File: config.mk
export PLATFORM = sky130hd
export DESIGN_NAME = atomic_lock_engine
export DESIGN_NICKNAME = d
export VERILOG_FILES = /design/src/rtl/atom_pkg.sv /design/src/rtl/atom_alu.sv /design/src/rtl/atom_fsm.sv /design/src/rtl/atom_bus.sv /design/src/rtl/atomic_lock_engine.sv
export SDC_FILE = /design/constraint.sdc
export NUM_CORES = 1
export LEC_CHECK = 0
export CORE_MARGIN = 3
export CORE_UTILIZATION = 40
export CTS_BUF_LIST = sky130_fd_sc_hd__clkbuf_8
export CTS_CLUSTER_DIAMETER = 50
export DETAILED_ROUTE_END_ITERATION = 12
export PLACE_DENSITY_LB_ADDON = 0.25
export SYNTH_ARGS = -nofsm -noshare
export SYNTH_HDL_FRONTEND = slang
export SYNTH_SLANG_ARGS = --single-unit
File: constraint.sdc
create_clock -name clk_i -period 4.6 [get_ports clk_i]
set_input_delay 0.92 -clock clk_i [delete_from_list [all_inputs] [get_ports clk_i]]
set_output_delay 0.92 -clock clk_i [all_outputs]
set_load 0.02 [all_outputs]
File: src/rtl/atom_pkg.sv
package atom_pkg;
  localparam int OP_W = 3;

  localparam logic [OP_W-1:0] OP_ADD  = 3'd0;
  localparam logic [OP_W-1:0] OP_AND  = 3'd1;
  localparam logic [OP_W-1:0] OP_OR   = 3'd2;
  localparam logic [OP_W-1:0] OP_XCHG = 3'd3;
  localparam logic [OP_W-1:0] OP_WRZ  = 3'd4;

  typedef enum logic [2:0] {
    ST_IDLE,
    ST_POLL,
    ST_CLAIM,
    ST_TRD,
    ST_EXEC,
    ST_TWR,
    ST_REL,
    ST_DONE
  } atom_st_e;
endpackage

File: src/rtl/atom_alu.sv
module atom_alu
  import atom_pkg::*;
#(
  parameter int DATA_W = 16
) (
  input  logic [OP_W-1:0]   op_i,
  input  logic [DATA_W-1:0] operand_i,
  input  logic [DATA_W-1:0] old_i,
  output logic [DATA_W-1:0] new_o,
  output logic              wr_en_o,
  output logic [DATA_W-1:0] result_o
);
  always_comb begin
    new_o    = old_i;
    wr_en_o  = 1'b0;
    result_o = old_i;
    unique case (op_i)
      OP_ADD:  begin new_o = old_i + operand_i; wr_en_o = 1'b1; result_o = new_o; end
      OP_AND:  begin new_o = old_i & operand_i; wr_en_o = 1'b1; result_o = new_o; end
      OP_OR:   begin new_o = old_i | operand_i; wr_en_o = 1'b1; result_o = new_o; end
      OP_XCHG: begin new_o = operand_i;         wr_en_o = 1'b1; end
      OP_WRZ:  begin new_o = operand_i;         wr_en_o = (old_i == '0); end
      default: ;
    endcase
  end
endmodule

File: src/rtl/atom_fsm.sv
module atom_fsm
  import atom_pkg::*;
(
  input  logic     clk_i,
  input  logic     rst_ni,
  input  logic     req_fire_i,
  input  logic     mem_ready_i,
  input  logic     lock_free_i,
  input  logic     do_write_i,
  output atom_st_e state_o
);
  atom_st_e st_q, st_d;

  always_comb begin
    st_d = st_q;
    unique case (st_q)
      ST_IDLE:  if (req_fire_i) st_d = ST_POLL;
      ST_POLL:  if (mem_ready_i && lock_free_i) st_d = ST_CLAIM;
      ST_CLAIM: if (mem_ready_i) st_d = ST_TRD;
      ST_TRD:   if (mem_ready_i) st_d = ST_EXEC;
      ST_EXEC:  st_d = do_write_i ? ST_TWR : ST_REL;
      ST_TWR:   if (mem_ready_i) st_d = ST_REL;
      ST_REL:   if (mem_ready_i) st_d = ST_DONE;
      ST_DONE:  st_d = ST_IDLE;
      default:  st_d = ST_IDLE;
    endcase
  end

  always_ff @(posedge clk_i or negedge rst_ni) begin
    if (!rst_ni) st_q <= ST_IDLE;
    else         st_q <= st_d;
  end

  assign state_o = st_q;
endmodule

File: src/rtl/atom_bus.sv
module atom_bus
  import atom_pkg::*;
#(
  parameter int                   ADDR_W      = 16,
  parameter int                   DATA_W      = 16,
  parameter logic [ADDR_W-1:0]    REGION_BASE = '0
) (
  input  atom_st_e            state_i,
  input  logic [ADDR_W-1:0]   offset_i,
  input  logic [DATA_W-1:0]   mask_i,
  input  logic [DATA_W-1:0]   new_i,
  output logic                valid_o,
  output logic                we_o,
  output logic [ADDR_W-1:0]   addr_o,
  output logic [DATA_W-1:0]   wdata_o
);
  localparam logic [ADDR_W-1:0] PEER_ADDR = REGION_BASE;
  localparam logic [ADDR_W-1:0] OWN_ADDR  = REGION_BASE + ADDR_W'(1);

  logic [ADDR_W-1:0] tgt_addr;
  assign tgt_addr = REGION_BASE + offset_i;

  always_comb begin
    valid_o = 1'b1;
    we_o    = 1'b0;
    addr_o  = PEER_ADDR;
    wdata_o = '0;
    unique case (state_i)
      ST_POLL:  ;
      ST_CLAIM: begin we_o = 1'b1; addr_o = OWN_ADDR; wdata_o = mask_i; end
      ST_TRD:   addr_o = tgt_addr;
      ST_TWR:   begin we_o = 1'b1; addr_o = tgt_addr; wdata_o = new_i; end
      ST_REL:   begin we_o = 1'b1; addr_o = OWN_ADDR; end
      default:  valid_o = 1'b0;
    endcase
  end
endmodule

File: src/rtl/atomic_lock_engine.sv
module atomic_lock_engine
  import atom_pkg::*;
#(
  parameter int                ADDR_W      = 16,
  parameter int                DATA_W      = 16,
  parameter logic [ADDR_W-1:0] REGION_BASE = 16'h0040
) (
  input  logic              clk_i,
  input  logic              rst_ni,
  input  logic              req_valid_i,
  output logic              req_ready_o,
  input  logic [OP_W-1:0]   req_op_i,
  input  logic [ADDR_W-1:0] req_offset_i,
  input  logic [DATA_W-1:0] req_operand_i,
  input  logic [DATA_W-1:0] req_mask_i,
  output logic              mem_valid_o,
  input  logic              mem_ready_i,
  output logic              mem_we_o,
  output logic [ADDR_W-1:0] mem_addr_o,
  output logic [DATA_W-1:0] mem_wdata_o,
  input  logic [DATA_W-1:0] mem_rdata_i,
  output logic              done_o,
  output logic [DATA_W-1:0] result_o
);
  atom_st_e          state;
  logic              req_fire;
  logic [OP_W-1:0]   op_q;
  logic [ADDR_W-1:0] off_q;
  logic [DATA_W-1:0] opnd_q, mask_q, old_q, res_q;
  logic [DATA_W-1:0] alu_new, alu_res;
  logic              alu_wr, lock_free;

  assign req_ready_o = (state == ST_IDLE);
  assign req_fire    = req_valid_i && req_ready_o;
  assign lock_free   = ((mem_rdata_i & mask_q) == '0);

  always_ff @(posedge clk_i or negedge rst_ni) begin
    if (!rst_ni) begin
      op_q   <= '0;
      off_q  <= '0;
      opnd_q <= '0;
      mask_q <= '0;
      old_q  <= '0;
      res_q  <= '0;
    end else begin
      if (req_fire) begin
        op_q   <= req_op_i;
        off_q  <= req_offset_i;
        opnd_q <= req_operand_i;
        mask_q <= req_mask_i;
      end
      if (state == ST_TRD && mem_ready_i) old_q <= mem_rdata_i;
      if (state == ST_EXEC) res_q <= alu_res;
    end
  end

  atom_fsm u_fsm (
    .clk_i       (clk_i),
    .rst_ni      (rst_ni),
    .req_fire_i  (req_fire),
    .mem_ready_i (mem_ready_i),
    .lock_free_i (lock_free),
    .do_write_i  (alu_wr),
    .state_o     (state)
  );

  atom_alu #(.DATA_W(DATA_W)) u_alu (
    .op_i      (op_q),
    .operand_i (opnd_q),
    .old_i     (old_q),
    .new_o     (alu_new),
    .wr_en_o   (alu_wr),
    .result_o  (alu_res)
  );

  atom_bus #(
    .ADDR_W      (ADDR_W),
    .DATA_W      (DATA_W),
    .REGION_BASE (REGION_BASE)
  ) u_bus (
    .state_i  (state),
    .offset_i (off_q),
    .mask_i   (mask_q),
    .new_i    (alu_new),
    .valid_o  (mem_valid_o),
    .we_o     (mem_we_o),
    .addr_o   (mem_addr_o),
    .wdata_o  (mem_wdata_o)
  );

  assign done_o   = (state == ST_DONE);
  assign result_o = res_q;
endmodule

==> results of run 1 <==
## worst max-delay path, delay by kind of cell, from the launching register on
family | cells | cell delay, ns
compound gates | 5 | 1.11
xor+xnor | 1 | 0.19
fa+ha+maj | 1 | 0.35
buf+inv | 2 | 0.74
flops | 1 | 0.51
simple gates | 1 | 0.20
## cell type report
type / instances / area [um2]
timing repair buffer: 136 / 1340
tap: 176 / 220
sequential: 86 / 2150
fill: 1279 / 6260
inverter: 38 / 143
clock inverter: 2 / 15.0
clock buffer: 13 / 179
multi-input combinational: 453 / 3150
## power groups by stage
stage	Sequential, W	Combinational (W)	Clock (W)
global placement	0.00161	0.00349	0
CTS	0.00161	0.00354	0.000543
finish	0.00163	0.00357	0.000535
global route	0.00169	0.00389	0.000575
floorplan	0.00147	0.00240	0
detailed placement	0.00162	0.00352	0
## sequential cells by signal, summed over array words and instances (netlist names)
| signal | count |
|---|---|
| u_fsm.state_o | 3 |
| op_q | 3 |
| opnd_q | 16 |
| off_q | 16 |
| mask_q | 16 |
| result_o | 16 |
| old_q | 16 |
## cells by family after synthesis
kind of cell	count (synthesis)	synth area share (%)
mux	53	10.6
xor+xnor	14	2.19
simple gates	155	13.4
fa+ha+maj	34	7.73
compound gates	197	22.2
buf+inv	72	5.45
flops	86	38.4
## layer usage
metal	wire length [um]	track usage, %
met1	7890	31.1
met3	1560	6.56
met4	269	6.19
met5	0	0
met2	8180	36.3
## worst min path at each step
stage | startpoint | endpoint | slack [ns] | cells past startpoint
5_1_grt | off_q[2] | off_q[2] | 0.53 | 1
3_3_place_gp | result_o[6] | result_o[6] | 0.47 | 2
3_5_place_dp | result_o[6] | result_o[6] | 0.47 | 2
6_report | result_o[6] | result_o[6] | 0.49 | 2
4_1_cts | result_o[6] | result_o[6] | 0.49 | 2
2_1_floorplan | off_q[1] | off_q[1] | 0.47 | 1
## layout by cell type (no fill, tap or decap), types with 10 or more instances in the layout
cell type,synthesis,layout
a21oi_1,54,54
a22oi_1,10,10
and3_1,10,10
buf_4,1,14
clkbuf_8,0,13
clkdlybuf4s50_1,0,120
dfrtp_1,86,86
ha_1,33,33
inv_1,37,37
mux2_2,49,49
nand2_1,55,55
nand3_1,10,10
nor2_1,35,35
o21ai_0,56,56
o21ai_1,11,11
## through the flow
step	util, %	instance area, um2	power, W	hold WS, ns
final	53.5	7190	0.00573	0.491
after global routing	53.5	7190	0.00615	0.533
after CTS	53.4	7190	0.00570	0.493
after detailed placement	52.0	7000	0.00514	0.474
after global placement	52.0	7000	0.00510	0.475
after floorplan	-	5600	0.00387	0.473
==> results.py, run 1 <==
metrics = {
    "worst_setup_path": {
        "reg2reg_depth": 9,
        "startpoint_type": "flop",
        "crit_start": "old_q[2]",
        "ff2ff_setup_slack_ns": 1.97,
        "crit_path_max_fanout": 5,
        "rr_startpoint": "old_q[2]",
        "slowest_stage": "clkdlybuf4s50_1",
        "path_class": "flop to output port",
        "critical_path_arrival_ns": 3.47,
        "required_ns": 3.68,
        "crit_path_cell_trace": "inv_1, ha_1, nor2b_2, o31ai_2, a21oi_2, a41oi_1, xnor2_1, a22oi_1, o21ai_1, clkdlybuf4s50_1",
        "crit_end": "mem_wdata_o[10]",
        "slowest_delay_ns": 0.63,
        "critPathCaptureType": "output port",
        "r2r-end": "result_o[10]",
    },
    "synthesis": {
        "syn_inst": 611,
        "netlist_area_mm2": 0.00560,
        "yosysTopAreaCellShare_pct": 38.4,
        "yosysWarnings": 0,
        "seq_area_frac_synth_pct": 38.4,
        "synth_edf_count": 0,
        "synth_seq_cells": 86,
        "yosysTopAreaCell": "dfrtp_1",
        "ys_types": 70,
        "ys.flop_type": "dfrtp_1",
        "synth.most_common_cell": "dfrtp_1",
        "async_flop_share_pct": 100,
        "synth_common_cells": "86 x dfrtp_1, 56 x o21ai_0, 55 x nand2_1",
        "avgSynthCellArea_um2": 9.17,
        "synth_area_leaders": "dfrtp_1 38%, mux2_2 9.9%, ha_1 7.4%",
        "syn_nets": 716,
    },
    "global_route": {
        "grt_pass1_vias": 5115,
        "grt_pass1_wl_um": 28400,
        "grt_util_all_layers_pct": 23.0,
        "antenna_found_initial": 0,
        "grt_overflow_total": 0,
        "grt_max_degree": 56,
    },
    "sta": {
        "period_needed_ns": 4.39,
        "hold_viol": 0,
        "fin_skew_ns": 0.0117,
        "rsz0062_at_grt": "false",
        "slew_headroom_pct": 32.6,
        "drv_slew": 0,
        "final.setup.tns_ns": 0,
        "fin_crit_sh_pct": 95.4,
        "worst_slack_ns": 0.210,
        "clock.fmax_ghz": 0.228,
        "setup_viol": 0,
        "tightestPinTransition_ns": 1.01,
    },
    "floorplanning": {
        "dieWidth_um": 124,
        "fp.coreArea_mm2": 0.0135,
        "ios": 123,
        "initial_utilization_pct": 41.6,
        "die-area_mm2": 0.0155,
        "row_count": 42,
        "die_h_um": 124,
    },
    "cts": {
        "clk-insertion-delay-late_ns": 0.37,
        "clk_pin_slew_ns": 0.09,
        "cts_resized": 0,
        "clockBufferDepth": 2,
        "cts_sinks": 86,
        "cts_tree": "built",
        "cts_setup_buffers": 0,
        "numCtsBuffers": 9,
        "ctsHoldBuffers": 0,
        "cts_max_level": 3,
        "root_buffer": "clkbuf_8",
    },
    "route": {
        "drc": 0,
        "drt_iter0_markers": 398,
        "vias": 5167,
        "wirelength_um": 17900,
        "routedWlPerCell_um": 19.8,
        "antenna_left": 0,
        "drt-vias-per-instance": 5.72,
        "dr.pass1.iters": 5,
    },
    "outcome": {
        "status": "finished, final reports clean",
    },
    "place": {
        "place.port_buffers": 122,
        "placed_cells": 889,
        "hpwl_um": 13500,
        "dp_slack_ns": 0.545,
        "gp_congestion": 0.968,
    },
    "layout": {
        "syn_to_final_growth_pct": 28.5,
        "n_antenna_cell": 0,
        "nNetsFinal": 829,
        "fin_cells": 904,
        "drive_gt1_share_pct": 12.9,
    },
    "power_and_ir_drop": {
        "power_frac_seq_pct": 28.4,
        "pwr-share-comb_pct": 62.2,
        "vdd_drop_max_uv": 396,
        "pwr-share-clk_pct": 9.3,
        "leakage_nw": 3.04,
        "p_per_area_mw_per_mm2": 796,
        "p_switching_w": 0.00278,
        "swShare_pct": 48.5,
        "power.internal_w": 0.00295,
    },
    "min_path": {
        "holdCritPathClass": "flop to flop",
    },
    "flow_run": {
        "max-cap-violations": 0,
    },
}
No activity file was read; power rests on OpenSTA's default activity.
==> run 2: changes to the inputs <==
--- a/config.mk
+++ b/config.mk
@@ -5,7 +5,7 @@
 export SDC_FILE = /design/constraint.sdc
 export NUM_CORES = 1
 export LEC_CHECK = 0
-export CORE_MARGIN = 3
+export CORE_MARGIN = 1.5
 export CORE_UTILIZATION = 40
 export CTS_BUF_LIST = sky130_fd_sc_hd__clkbuf_8
 export CTS_CLUSTER_DIAMETER = 50
==> constraint.sdc (replaced) <==
create_clock -name clk_i -period 5.37 [get_ports clk_i]
set_input_delay 0.8055 -clock clk_i [delete_from_list [all_inputs] [get_ports clk_i]]
set_output_delay 0.8055 -clock clk_i [all_outputs]
set_load 0.02 [all_outputs]
==> run 2 against run 1 <==
Power down 16%. Routed wire length down 1.3%. Combinational power down 17%. Via count down 0.39%. Highest routed layer unchanged. Hold slack worse by 0.18 ns. Clock skew up 0.0014 ns. Largest power group unchanged.
==> results.py, run 2 (same netlist as run 1, synthesis figures left out) <==
metrics = {
    "route": {
        "routedWlPerCell_um": 19.6,
        "wirelength_um": 17700,
        "drc": 0,
        "dr.pass1.iters": 8,
        "vias": 5147,
        "drt_iter0_markers": 332,
        "antenna_left": 0,
        "drt-vias-per-instance": 5.72,
    },
    "cts": {
        "cts_resized": 0,
        "cts_setup_buffers": 0,
        "clockBufferDepth": 2,
        "clk-insertion-delay-late_ns": 0.39,
        "cts_max_level": 3,
        "ctsHoldBuffers": 0,
        "cts_tree": "built",
        "clk_pin_slew_ns": 0.08,
        "root_buffer": "clkbuf_8",
        "numCtsBuffers": 9,
        "cts_sinks": 86,
    },
    "worst_setup_path": {
        "critPathBufInv": 3,
        "critPathCaptureType": "output port",
        "crit_path_max_fanout": 24,
        "slowest_stage": "dfrtp_1",
        "path_class": "flop to output port",
        "ff2ff_setup_slack_ns": 2.65,
        "reg2reg_depth": 5,
        "crit_path_cell_trace": "clkinv_1, nand2_1, buf_4, o21ai_0, nand2_1, a21oi_1, a21oi_1, clkdlybuf4s50_1",
        "rr_startpoint": "op_q[2]",
        "critPathTopFamily": "buffers and inverters",
        "slowest_delay_ns": 0.96,
        "startpoint_type": "flop",
        "required_ns": 4.56,
        "r2r-end": "result_o[7]",
        "critical_path_arrival_ns": 3.72,
    },
    "sta": {
        "clock.fmax_ghz": 0.221,
        "hold_viol": 0,
        "slew_headroom_pct": 26.1,
        "rsz0062_at_grt": "false",
        "drv_slew": 0,
        "tightestPinTransition_ns": 1.10,
        "fin_skew_ns": 0.0131,
        "period_needed_ns": 4.52,
        "final.setup.tns_ns": 0,
        "setup_viol": 0,
        "fin_crit_sh_pct": 84.2,
    },
    "floorplanning": {
        "fp.coreArea_mm2": 0.0138,
        "initial_utilization_pct": 40.7,
        "ios": 123,
        "row_count": 43,
        "die_h_um": 121,
        "die-area_mm2": 0.0147,
        "dieWidth_um": 121,
    },
    "global_route": {
        "antenna_found_initial": 0,
        "grt_pass1_wl_um": 27600,
        "grt_pass1_vias": 5113,
        "grt_util_all_layers_pct": 24.9,
        "grt_max_degree": 63,
        "grt_overflow_total": 0,
    },
    "flow_run": {
        "max-cap-violations": 0,
    },
    "layout": {
        "final_util_pct": 51.7,
        "syn_to_final_growth_pct": 27.1,
        "final_common_cell": "clkdlybuf4s50_1",
        "n_antenna_cell": 0,
        "drive_gt1_share_pct": 11.7,
        "nNetsFinal": 820,
        "layout_common_cells": "121 x clkdlybuf4s50_1, 86 x dfrtp_1, 56 x o21ai_0, 55 x nand2_1, 54 x a21oi_1",
    },
    "power_and_ir_drop": {
        "p_total_w": 0.00484,
        "p_per_area_mw_per_mm2": 679,
        "vdd_drop_max_uv": 262,
        "leakage_nw": 2.98,
    },
    "min_path": {
        "holdCritPathClass": "input port to async pin",
    },
    "outcome": {
        "status": "finished, final reports clean",
    },
    "place": {
        "gp_congestion": 0.933,
        "hpwl_um": 13000,
        "place.port_buffers": 122,
    },
}
-- run 2: report_power, final --
part	leakage, nW	switching, W	internal [W]
clock network	0.0997	0.000250	0.000226
registers	1.03	0.000444	0.000971
logic	1.85	0.00166	0.00129
-- run 2: per-stage QoR --
step           cell area (um2)  setup slack, ns  cells  hold WS, ns
5_1_grt                   7120            0.645    900        0.315
3_3_place_gp              6920             1.37    884        0.473
6_report                  7120            0.846    900        0.308
3_5_place_dp              6920             1.37    884        0.479
2_1_floorplan             5600             2.21    611        0.473
4_1_cts                   7120            0.921    900        0.299
-- run 2: layer usage --
metal	routed length (um)	part of all wire (%)	up-vias	track usage [%]
met2	8250	47	212	38.9
li1	-	-	2401	-
met3	1430	8.1	31	6.11
met5	0	0	-	0
met4	348	2.0	0	8.09
met1	7630	43	2503	33.9
-- run 2: cell type report --
type	count	area, um2
clock buffer	10	138
clock inverter	6	62.6
fill	1351	6650
inverter	38	143
multi-input combinational	453	3140
sequential	86	2150
tap	180	225
timing repair buffer	127	1260
-- run 2: worst max path at each step --
stage | endpoint | cells after the start | slack, ns | from
after floorplan | mem_wdata_o[6] | 10 | 2.21 | old_q[0]
after global placement | mem_wdata_o[8] | 8 | 1.37 | op_q[2]
after detailed placement | mem_wdata_o[8] | 8 | 1.37 | op_q[2]
after CTS | mem_wdata_o[8] | 8 | 0.92 | op_q[2]
after global routing | mem_wdata_o[11] | 8 | 0.65 | op_q[2]
final | mem_wdata_o[8] | 8 | 0.85 | op_q[2]
==> run 3: changes to the inputs <==
==> constraint.sdc (replaced) <==
create_clock -name clk_i -period 3.7 [get_ports clk_i]
set_input_delay 0.555 -clock clk_i [delete_from_list [all_inputs] [get_ports clk_i]]
set_output_delay 0.555 -clock clk_i [all_outputs]
set_load 0.02 [all_outputs]
==> run 3 against run 2 <==
Hold slack gained 0.031 ns. Largest power group unchanged. Sequential cell count did not move. Routed wire length is 2.6% higher. Sequential power is 37% higher. Via count up 3.6%. Clock skew grew 0.0017 ns. Combinational power up 60%. Global-route usage increased by 0.48 points. Die area did not move.
==> results.py, run 3 (same netlist as run 1, synthesis figures left out) <==
metrics = {
    "outcome": {
        "status": "finished, final reports clean",
    },
    "min_path": {
        "holdCritPathClass": "input port to async pin",
    },
    "layout": {
        "nNetsFinal": 843,
        "syn_to_final_growth_pct": 31.7,
        "drive_gt1_share_pct": 17.4,
        "n_antenna_cell": 0,
        "final_util_pct": 53.6,
        "fin_cells": 923,
        "final_common_cell": "clkdlybuf4s50_1",
        "layout_common_cells": "109 x clkdlybuf4s50_1, 84 x dfrtp_1, 55 x nand2_1, 55 x o21ai_0, 50 x a21oi_1",
    },
    "sta": {
        "fin_crit_sh_pct": 97.9,
        "period_needed_ns": 3.62,
        "setup_viol": 0,
        "clock.fmax_ghz": 0.276,
        "fin_skew_ns": 0.0148,
        "slew_headroom_pct": 30.3,
        "tightestPinTransition_ns": 1.04,
        "rsz0062_at_grt": "true",
        "hold_viol": 0,
        "drv_slew": 0,
    },
    "place": {
        "place.port_buffers": 122,
        "gp_congestion": 0.928,
        "placed_cells": 903,
        "hpwl_um": 13500,
    },
    "flow_run": {
        "max-cap-violations": 0,
    },
    "route": {
        "drc": 0,
        "vias": 5332,
        "drt-vias-per-instance": 5.78,
        "antenna_left": 0,
        "drt_iter0_markers": 359,
        "routedWlPerCell_um": 19.6,
        "wirelength_um": 18100,
        "dr.pass1.iters": 5,
    },
    "cts": {
        "cts_sinks": 86,
        "root_buffer": "clkbuf_8",
        "clk-insertion-delay-late_ns": 0.39,
        "cts_tree": "built",
        "ctsHoldBuffers": 0,
        "numCtsBuffers": 9,
        "clk_pin_slew_ns": 0.10,
        "cts_max_level": 3,
        "clockBufferDepth": 2,
    },
    "global_route": {
        "grt_overflow_total": 0,
        "grt_pass1_wl_um": 28300,
        "grt_pass1_vias": 5305,
        "grt_max_degree": 81,
        "antenna_found_initial": 0,
        "grt_util_all_layers_pct": 25.4,
    },
    "worst_setup_path": {
        "startpoint_type": "flop",
        "critPathCaptureType": "output port",
        "crit_path_max_fanout": 4,
        "path_class": "flop to output port",
        "required_ns": 3.14,
        "critical_path_arrival_ns": 3.07,
    },
    "power_and_ir_drop": {
        "vdd_drop_max_uv": 398,
        "p_per_area_mw_per_mm2": 996,
        "leakage_nw": 3.19,
        "p_total_w": 0.00735,
    },
    "floorplanning": {
        "fp.coreArea_mm2": 0.0138,
        "die_h_um": 121,
        "row_count": 43,
        "die-area_mm2": 0.0147,
        "ios": 123,
        "dieWidth_um": 121,
        "initial_utilization_pct": 40.7,
    },
}
-- run 3: cell count changes in the layout (fill, tap and decap cells not counted), moves of 4 or more --
cell and delta:
a21oi_1 -4, clkdlybuf4s50_1 -12, ha_2 +4, dlymetal6s2s_1 +4, ha_1 -4, dlygate4sd2_1 +5, buf_4 +23
-- run 3: path summary, 6_finish.rpt --
check / startpoint / end / slack (ns) / cells past startpoint
setup / recovery: old_q[0] / mem_wdata_o[14] / 0.08 / 12
hold / removal: rst_ni / opnd_q[10] / 0.34 / 1
setup reg to reg: old_q[0] / result_o[6] / 1.16 / 11
hold reg to reg: result_o[2] / result_o[2] / 0.49 / 2
max in group asynchronous: rst_ni / old_q[2] / 2.62 / 1
min in group clk_i: result_o[2] / result_o[2] / 0.49 / 2
-- run 3: layout make-up --
cell class	instances	area [um2]
clock inverter	7	81.3
inverter	38	143
clock buffer	9	124
timing repair buffer	150	1420
sequential	86	2150
fill	1350	6390
tap	180	225
multi-input combinational	453	3230
-- run 3: metal layers --
| metal | GRT usage (%) | share of wire [%] | vias up | routed length [um] |
|---|---|---|---|---|
| li1 | - | - | 2449 | - |
| met1 | 34.5 | 44 | 2616 | 8010 |
| met2 | 39.2 | 45 | 225 | 8210 |
| met3 | 6.06 | 7.6 | 42 | 1380 |
| met4 | 9.41 | 2.9 | 0 | 526 |
| met5 | 0 | 0 | - | 0 |
-- run 3: per-stage QoR --
stage / hold WS, ns / instance area, um2 / worst slack (ns) / TNS, ns
after floorplan: 0.259 / 5600 / 0.790 / 0
after global placement: 0.472 / 7060 / 0.280 / 0
after detailed placement: 0.475 / 7060 / 0.159 / 0
after CTS: 0.398 / 7300 / -0.00256 / -0.00256
after global routing: 0.429 / 7380 / -0.0406 / -0.0439
final: 0.339 / 7380 / 0.0786 / 0
-- run 3: report_power, final --
group / total [W] / switching (W) / leakage [nW] / internal [W]
Sequential: 0.00193 / 0.000520 / 1.03 / 0.00141
Combinational: 0.00471 / 0.00266 / 2.05 / 0.00204
Clock: 0.000713 / 0.000390 / 0.106 / 0.000323
Total: 0.00735 / 0.00357 / 3.19 / 0.00378
-- run 3: critical path, stage by stage, from the launching register on --
cell,delay (ns)
dfrtp_1,0.41
ha_2,0.22
inv_1,0.06
fa_1,0.39
nor2b_2,0.22
o31ai_4,0.12
buf_4,0.16
a21oi_2,0.17
a41oi_2,0.14
xnor2_1,0.20
a22oi_2,0.09
o21ai_1,0.21
clkdlybuf4s15_2,0.29
-- run 3: what timing repair did --
action                                  CTS  global route
pin swaps                                 1             1
resized for setup                        20            21
setup buffers                             1             3
endpoints found under the setup margin   10            12
